**config.mk**
```make
export PLATFORM = sky130hd
export DESIGN_NAME = ptw_walker
export DESIGN_NICKNAME = d
export VERILOG_FILES = /design/src/rtl/ptw_pkg.sv /design/src/rtl/ptw_addr_gen.sv /design/src/rtl/ptw_pte_eval.sv /design/src/rtl/ptw_ctrl.sv /design/src/rtl/ptw_walker.sv
export SDC_FILE = /design/constraint.sdc
export NUM_CORES = 1
export LEC_CHECK = 0
export ABC_AREA = 1
export BUFFER_PORTS_ARGS = -buffer_cell sky130_fd_sc_hd__buf_2
export CORE_ASPECT_RATIO = 0.5
export CORE_UTILIZATION = 46
export CTS_BUF_LIST = sky130_fd_sc_hd__clkbuf_8 sky130_fd_sc_hd__clkbuf_16
export DETAILED_ROUTE_END_ITERATION = 7
export GPL_TIMING_DRIVEN = 1
export PLACE_DENSITY_LB_ADDON = 0.15
export SYNTH_ARGS = -nofsm -noshare
export SYNTH_HDL_FRONTEND = slang
export SYNTH_SLANG_ARGS = --single-unit
```
**constraint.sdc**
```tcl
create_clock -name clk -period 1.5 [get_ports clk]
set_input_delay 0.15 -clock clk [delete_from_list [all_inputs] [get_ports clk]]
set_output_delay 0.15 -clock clk [all_outputs]
set_load 0.03 [all_outputs]
```
**src/rtl/ptw_pkg.sv**
```systemverilog
package ptw_pkg;

    parameter int VA_W   = 32;
    parameter int PA_W   = 32;
    parameter int OFF_W  = 12;
    parameter int IDX_W  = 10;
    parameter int PTE_W  = 32;
    parameter int ENT_B  = 2;
    parameter int PG_W   = PA_W - OFF_W;
    parameter int VPN_W  = VA_W - OFF_W;

    typedef enum logic [2:0] {
        ST_IDLE,
        ST_L1_REQ,
        ST_L1_WAIT,
        ST_L2_REQ,
        ST_L2_WAIT,
        ST_DONE,
        ST_FAULT
    } walk_state_e;

    typedef struct packed {
        logic [PG_W-1:0] ppn;
        logic [5:0]      spare;
        logic            dirty;
        logic [2:0]      perm;
        logic            resident;
        logic            valid;
    } pte_t;

    function automatic logic pte_present(pte_t e);
        return e.valid & e.resident;
    endfunction

    function automatic logic [PA_W-1:0] entry_addr(logic [PG_W-1:0] base_pg,
                                                   logic [IDX_W-1:0] idx);
        return {base_pg, idx, {ENT_B{1'b0}}};
    endfunction

endpackage

```
**src/rtl/ptw_addr_gen.sv**
```systemverilog
module ptw_addr_gen
    import ptw_pkg::*;
(
    input  logic             second_level,
    input  logic [PG_W-1:0]  root_pg,
    input  logic [PG_W-1:0]  table_pg,
    input  logic [VPN_W-1:0] vpn,
    output logic [PA_W-1:0]  addr
);
    localparam int HI_LSB = VPN_W - IDX_W;

    always_comb begin
        if (second_level)
            addr = entry_addr(table_pg, vpn[IDX_W-1:0]);
        else
            addr = entry_addr(root_pg, vpn[VPN_W-1:HI_LSB]);
    end
endmodule

```
**src/rtl/ptw_pte_eval.sv**
```systemverilog
module ptw_pte_eval
    import ptw_pkg::*;
(
    input  logic [PTE_W-1:0] word,
    output logic             present,
    output logic [PG_W-1:0]  next_pg,
    output logic [PTE_W-1:0] leaf
);
    pte_t e;

    always_comb begin
        e       = pte_t'(word);
        present = pte_present(e);
        next_pg = e.ppn;
        leaf    = e;
    end
endmodule

```
**src/rtl/ptw_ctrl.sv**
```systemverilog
module ptw_ctrl
    import ptw_pkg::*;
(
    input  logic             clk,
    input  logic             rst,
    input  logic             miss_valid,
    input  logic [VA_W-1:0]  miss_vaddr,
    input  logic [PG_W-1:0]  root_ppn,
    input  logic             mem_req_ready,
    input  logic             mem_rsp_valid,
    input  logic             present,
    input  logic [PG_W-1:0]  next_pg,
    input  logic [PTE_W-1:0] leaf,
    output logic             idle,
    output logic             req_valid,
    output logic             second_level,
    output logic             done,
    output logic             fault,
    output logic [VA_W-1:0]  va_q,
    output logic [PG_W-1:0]  root_q,
    output logic [PG_W-1:0]  table_q,
    output logic [PTE_W-1:0] pte_q,
    output logic             level_q
);
    walk_state_e state;

    always_ff @(posedge clk) begin
        if (rst) begin
            state   <= ST_IDLE;
            va_q    <= '0;
            root_q  <= '0;
            table_q <= '0;
            pte_q   <= '0;
            level_q <= 1'b0;
        end else begin
            case (state)
                ST_IDLE: begin
                    if (miss_valid) begin
                        va_q   <= miss_vaddr;
                        root_q <= root_ppn;
                        state  <= ST_L1_REQ;
                    end
                end
                ST_L1_REQ: begin
                    if (mem_req_ready) state <= ST_L1_WAIT;
                end
                ST_L1_WAIT: begin
                    if (mem_rsp_valid) begin
                        if (present) begin
                            table_q <= next_pg;
                            state   <= ST_L2_REQ;
                        end else begin
                            level_q <= 1'b0;
                            state   <= ST_FAULT;
                        end
                    end
                end
                ST_L2_REQ: begin
                    if (mem_req_ready) state <= ST_L2_WAIT;
                end
                ST_L2_WAIT: begin
                    if (mem_rsp_valid) begin
                        if (present) begin
                            pte_q <= leaf;
                            state <= ST_DONE;
                        end else begin
                            level_q <= 1'b1;
                            state   <= ST_FAULT;
                        end
                    end
                end
                default: state <= ST_IDLE;
            endcase
        end
    end

    always_comb begin
        idle         = (state == ST_IDLE);
        req_valid    = (state == ST_L1_REQ) || (state == ST_L2_REQ);
        second_level = (state == ST_L2_REQ);
        done         = (state == ST_DONE);
        fault        = (state == ST_FAULT);
    end
endmodule

```
**src/rtl/ptw_walker.sv**
```systemverilog
module ptw_walker
    import ptw_pkg::*;
(
    input  logic             clk,
    input  logic             rst,
    input  logic             miss_valid,
    output logic             miss_ready,
    input  logic [VA_W-1:0]  miss_vaddr,
    input  logic [PG_W-1:0]  root_ppn,
    output logic             busy,
    output logic             mem_req_valid,
    input  logic             mem_req_ready,
    output logic [PA_W-1:0]  mem_req_addr,
    input  logic             mem_rsp_valid,
    input  logic [PTE_W-1:0] mem_rsp_data,
    output logic             refill_valid,
    output logic [VPN_W-1:0] refill_vpn,
    output logic [PTE_W-1:0] refill_pte,
    output logic             fault_valid,
    output logic [VA_W-1:0]  fault_vaddr,
    output logic             fault_level
);
    logic             idle, second_level, present, level_q;
    logic [PG_W-1:0]  next_pg, root_q, table_q;
    logic [PTE_W-1:0] leaf, pte_q;
    logic [VA_W-1:0]  va_q;

    ptw_ctrl u_ctrl (
        .clk           (clk),
        .rst           (rst),
        .miss_valid    (miss_valid),
        .miss_vaddr    (miss_vaddr),
        .root_ppn      (root_ppn),
        .mem_req_ready (mem_req_ready),
        .mem_rsp_valid (mem_rsp_valid),
        .present       (present),
        .next_pg       (next_pg),
        .leaf          (leaf),
        .idle          (idle),
        .req_valid     (mem_req_valid),
        .second_level  (second_level),
        .done          (refill_valid),
        .fault         (fault_valid),
        .va_q          (va_q),
        .root_q        (root_q),
        .table_q       (table_q),
        .pte_q         (pte_q),
        .level_q       (level_q)
    );

    ptw_addr_gen u_addr (
        .second_level (second_level),
        .root_pg      (root_q),
        .table_pg     (table_q),
        .vpn          (va_q[VA_W-1:OFF_W]),
        .addr         (mem_req_addr)
    );

    ptw_pte_eval u_eval (
        .word    (mem_rsp_data),
        .present (present),
        .next_pg (next_pg),
        .leaf    (leaf)
    );

    always_comb begin
        miss_ready  = idle;
        busy        = !idle;
        refill_vpn  = va_q[VA_W-1:OFF_W];
        refill_pte  = pte_q;
        fault_vaddr = va_q;
        fault_level = level_q;
    end
endmodule

```
Yosys cells after proc, flatten, opt, wreduce, memory -nomap -nowiden
Index checks and enable logic that the tools add are counted.
- bits of input ports: 89
- latch bits: 0
- bits in writable memories: 0
- bits in read-only memories: 0
- logic and storage cells: 43
- register bits: 108
- output and inout bits: 122
- memories kept: 0
- add/sub/neg operators: 0
- bitwise operators: 1
- $mul: 0
- reduce and logical (&&, ||, !) cells: 9
- $lt $le $gt $ge: 0
- mux-type cells: 14
- divide/modulo/power cells: 0
- equal/unequal tests: 13
- shift operators: 0
- operator list (operator ; count):
    32-bit two-way mux ; 1
    3-bit two-way mux ; 6
    3-bit case mux with 5 select lines ; 1
    2-bit inequality test, second input constant ; 7
    5-bit AND reduction ; 2
    3-bit == test, second input constant ; 3
    3-bit by 2-bit == test with 1-bit output, second input constant ; 2
    3-bit AND reduction ; 2
    1-bit two-way mux ; 4
    3-bit by 1-bit == test with 1-bit output, second input constant ; 1
    3-bit zero test ; 1
    2-bit two-way mux ; 1
    1-bit case mux with 2 select lines ; 1
    2-bit AND reduction ; 1
    2-bit nonzero test ; 1
    1-bit AND ; 1
    1-bit zero test ; 1
    1-bit logical OR ; 1

Longest topological paths before layout
- depth after elaboration: 4
- depth in mapped cells: 8
- gate-level depth less buffers: 8

Hierarchy
From an unflattened synthesis, not the netlist that was laid out.
- cells, all modules: 693
- area total of the unflattened synthesis: 5656.7 µm²
- modules (own cells, without submodules) (module ; cells an instance ; instances ; area an instance (µm²) ; sequential area each (µm²)):
    ptw_ctrl ; 518 ; 1 ; 4714.5 ; 2162.1
    ptw_pte_eval ; 54 ; 1 ; 397.9 ; 0.0
    ptw_addr_gen ; 100 ; 1 ; 390.4 ; 0.0
    ptw_walker ; 21 ; 1 ; 153.9 ; 0.0

Worst setup path after synthesis
No wires, ideal clock.
- kind: flip-flop to output port
- start point: register u_ctrl.state[0]
- end point: output port mem_req_addr[12]
- setup slack: -0.347 ns
- stages on the path, launching flop included: 6
- data arrival time: 1.697 ns
- data required time: 1.350 ns
- path buffers: 1
- cells stage by stage: dfxtp_1 -> inv_2 -> nor2_2 -> nand2_1 -> buf_2 -> a21oi_1
- longest elaborated chain between the ends: 2
- RTL lines (what ; line ; text):
    start: declaration ; ptw_ctrl.sv:25 ; walk_state_e state;
    start signal: assignment ; ptw_ctrl.sv:29 ; state <= ST_IDLE;
    start signal: assignment ; ptw_ctrl.sv:41 ; state <= ST_L1_REQ;
    start signal: assignment ; ptw_ctrl.sv:45 ; if (mem_req_ready) state <= ST_L1_WAIT;
    3-bit by 2-bit == test with 1-bit output ; ptw_ctrl.sv:80 ; second_level = (state == ST_L2_REQ);
    32-bit two-way mux ; ptw_addr_gen.sv:13 ; if (second_level)
    end: declaration ; ptw_walker.sv:13 ; output logic [PA_W-1:0] mem_req_addr,
No other way between the ends.

Final worst setup path
- start point: register u_ctrl.state[0]
- end point: output port mem_req_addr[28]
The elaborated chain is that of the path after synthesis.

==> metrics.md <==
| Metric | Value |
|---|---|
| DRT met1 WL | `6660 um` |
| Ys Warns | `0` |
| CTS Sinks | `108` |
| Mapped Area | `4490 um^2` |
| Final Hold Viols | `0` |
| CTS tree | `yes` |
| Worst R2R End | `u_ctrl.root_q[8]` |
| Largest net degree at the start of global routing | `51` |
| WP buf/inv | `4` |
| Outcome | `finished with violations` |
| Share of cells above drive strength 1 | `0.514` |
| Initial Util | `0.475` |
| Initial DRT Pass Iterations | `5` |
| Worst-path cell chain | `inv_4 > nor2_4 > nand2_4 > buf_12 > buf_4 > nor2_4 > a21oi_4 > buf_6` |
| Hold Path Sink | `u_ctrl.pte_q[11]` |
| CTS buffer count | `9` |
| RSZ-0062 raised after global routing | `yes` |
| Rel. slew slack | `0.639` |
| Hold Startpoint | `mem_rsp_data[11]` |
| Gr usage total | `0.253` |
| CP Data Required Time | `1.35 ns` |
| Final WL | `15100 um` |
| Power per cell area | `1900 nW/um^2` |
| Max-slew violations | `0` |
| Reg clk slew, reported paths | `0.07 ns` |
| Avg WL per Cell | `15.9 um` |
| Critical-path top delay cell | `dfxtp_4` |
| FF-to-FF Start | `u_ctrl.state[0]` |
| Area Growth Syn to Fin | `64.7%` |
| Worst-Skew Late Latency | `0.35 ns` |
| CTS max path bufs | `2` |
| Die W | `142 um` |
| Die Y | `71.9 um` |
| Fin cells | `952` |
| Part of the Yosys area used for sequential elements | `0.481` |
| Area of the core | `9450 um^2` |
| DRT iter0 DRCs | `210` |
| Most common cell on crit path | `nor2_4` |
| Max Clk Rate | `573 MHz` |
| Global-route wire length before repair | `20300 um` |
| # DRC | `0` |
| R2R Setup Slk | `-0.08 ns` |
| H-tree depth | `3` |
| Rows | `25` |
| Failing checks | `negative setup slack` |
| Synthesized flop and latch total | `108` |
| Worst Setup SP | `u_ctrl.state[0]` |
| Pre-CTS setup slack | `-0.0258 ns` |
| Worst Path Max Fanout | `6` |
| Root buf cell | `clkbuf_16` |
| Metal2 WL | `7310 um` |
| Util after Layout | `0.783` |
| Initial antenna violation count | `0` |
| Arrival time worst endpoint | `1.59 ns` |
| Post-DP HPWL | `8440 um` |
| Fin crit share | `1.16` |
| Critical path class | `reg2out` |
| Placed Cells | `897` |
| Crit-path max cell delay | `0.37 ns` |
| Worst-case reg-to-reg path depth | `9` |
| Tightest Hold Check Type | `in2reg` |
| LEAKAGE | `3.46 nW` |
| Slew @ Worst Pin | `0.541 ns` |
| Max layer used | `met4` |
| Crit path max-delay family | `buffers and inverters` |
| Post-Synthesis Cells | `593` |
| Count of cell types in the netlist | `22` |
| Number of nets in the layout | `901` |
| Max_cap viols | `0` |
| DP Area | `5910 um^2` |
| IO Count | `211` |
| Area of the die | `10200 um^2` |
| Clk_skew | `0.00892 ns` |
| Antenna cell count | `0` |
| Final Cell Area | `7400 um^2` |
| Commonest non-fill, non-tap cell in the layout | `buf_2` |
| Cells on Worst Hold Path | `3` |
| Number of global-route vias before repair | `4206` |
| Gpl congestion | `0.873` |
| DRT antenna net count | `0` |
| Setup WS post-layout | `-0.245 ns` |
| Final Setup Violations | `59` |
| Vias per std cell | `5.03` |
| Synthesized area per cell | `7.57 um^2` |
| Most frequent cells in the layout | `buf_2 (175), dfxtp_1 (105), nor2_1 (93)` |
| Wire length on met3 | `916 um` |
| Min Clock Period, post-route | `1.74 ns` |
| Crit path capture type | `output port` |
| Peak VDD IR | `0.843 mV` |
| Total gr overflow | `0` |
| Via count | `4788` |
| Worst setup SP type | `flip-flop` |
| Port bufs | `208` |
-- power breakdown --
part	leakage [nW]	switching, mW	internal [mW]
clock	0.156	1.13	1.52
combinational	2.42	4.54	3.16
sequential	0.883	0.338	3.38
-- worst max-delay path by stage --
stage,to,cells past startpoint
floorplan,mem_req_addr[10],5
global placement,mem_req_addr[22],7
detailed placement,mem_req_addr[22],7
CTS,mem_req_addr[22],7
global route,mem_req_addr[28],8
finish,mem_req_addr[28],8
-- cells by family (layout without fill, tap and decap cells) --
family                 after synthesis  count (layout)  share of synthesized area
and+or+nand+nor                    211             213                      0.204
AOI/OAI and AO/OA                  168             168                      0.187
DFF                                108             108                      0.481
buffers and inverters              105             326                      0.126
other                                1               2                   0.000835
-- flip-flops by register name, summed over array words and instances (netlist names) --
| register | flops |
|---|---|
| u_ctrl.state | 3 |
| u_ctrl.pte_q | 32 |
| u_ctrl.root_q | 20 |
| u_ctrl.level_q | 1 |
| u_ctrl.va_q | 32 |
| u_ctrl.table_q | 20 |
-- layer usage --
metal	GRT usage	up-vias
li1	-	2341
met1	0.326	2246
met2	0.419	177
met3	0.0648	24
met4	0.0812	0
met5	0	-
-- cell usage after synthesis --
cell type	number	area, um^2
nor3_1	2	10.0
nor2_1	114	428
nand3_1	32	160
buf_6	7	78.8
o21ai_1	86	430
nor2_2	12	75.1
nand2_1	44	165
buf_4	27	203
nand3_2	2	20.0
buf_1	2	7.51
dfxtp_1	108	2160
clkbuf_1	13	48.8
inv_2	5	18.8
o21ai_0	6	30.0
buf_2	13	65.1
inv_1	37	139
nor2_4	3	33.8
a21oi_1	76	380
nand2_8	1	20.0
nand2_2	1	6.26
inv_4	1	6.26
conb_1	1	3.75
-- cell type report --
type	count	area (um^2)
Multi-Input combinational cell	383	2520
Sequential cell	108	2170
Fill cell	649	2050
Timing Repair Buffer	267	2030
Clock buffer	10	239
Inverter	43	176
Tap cell	135	169
Clock inverter	6	92.6
-- metrics by stage --
| stage | total power, mW | hold slack [ns] | TNS (ns) |
|---|---|---|---|
| final | 14.1 | 0.0187 | -6.34 |
| after global routing | 14.6 | 0.0183 | -11.39 |
| after CTS | 12.6 | 0.0130 | -6.40 |
| after detailed placement | 9.11 | 0.377 | -0.109 |
| after global placement | 9.06 | 0.370 | -0.0841 |
| after floorplan | 7.90 | 0.278 | 0 |
-- repair_timing --
action | 4_1_cts | 5_1_grt
resized for setup | 118 | 79
endpoints found under the setup margin | 35 | 125
setup buffers | 9 | 15
pin swaps | 4 | 8
cloned | 4 | 11
hold buffers | 0 | 0
-- worst reg2reg max path: cells and delay by family, from the launching register on --
kind,cells,cell delay [ns]
AO/OA/AOI/OAI,2,0.19
AND/OR/NAND/NOR,3,0.35
flip-flops,1,0.36
buffers and inverters,4,0.55
Note: power is estimated with default switching activity, not from simulation.
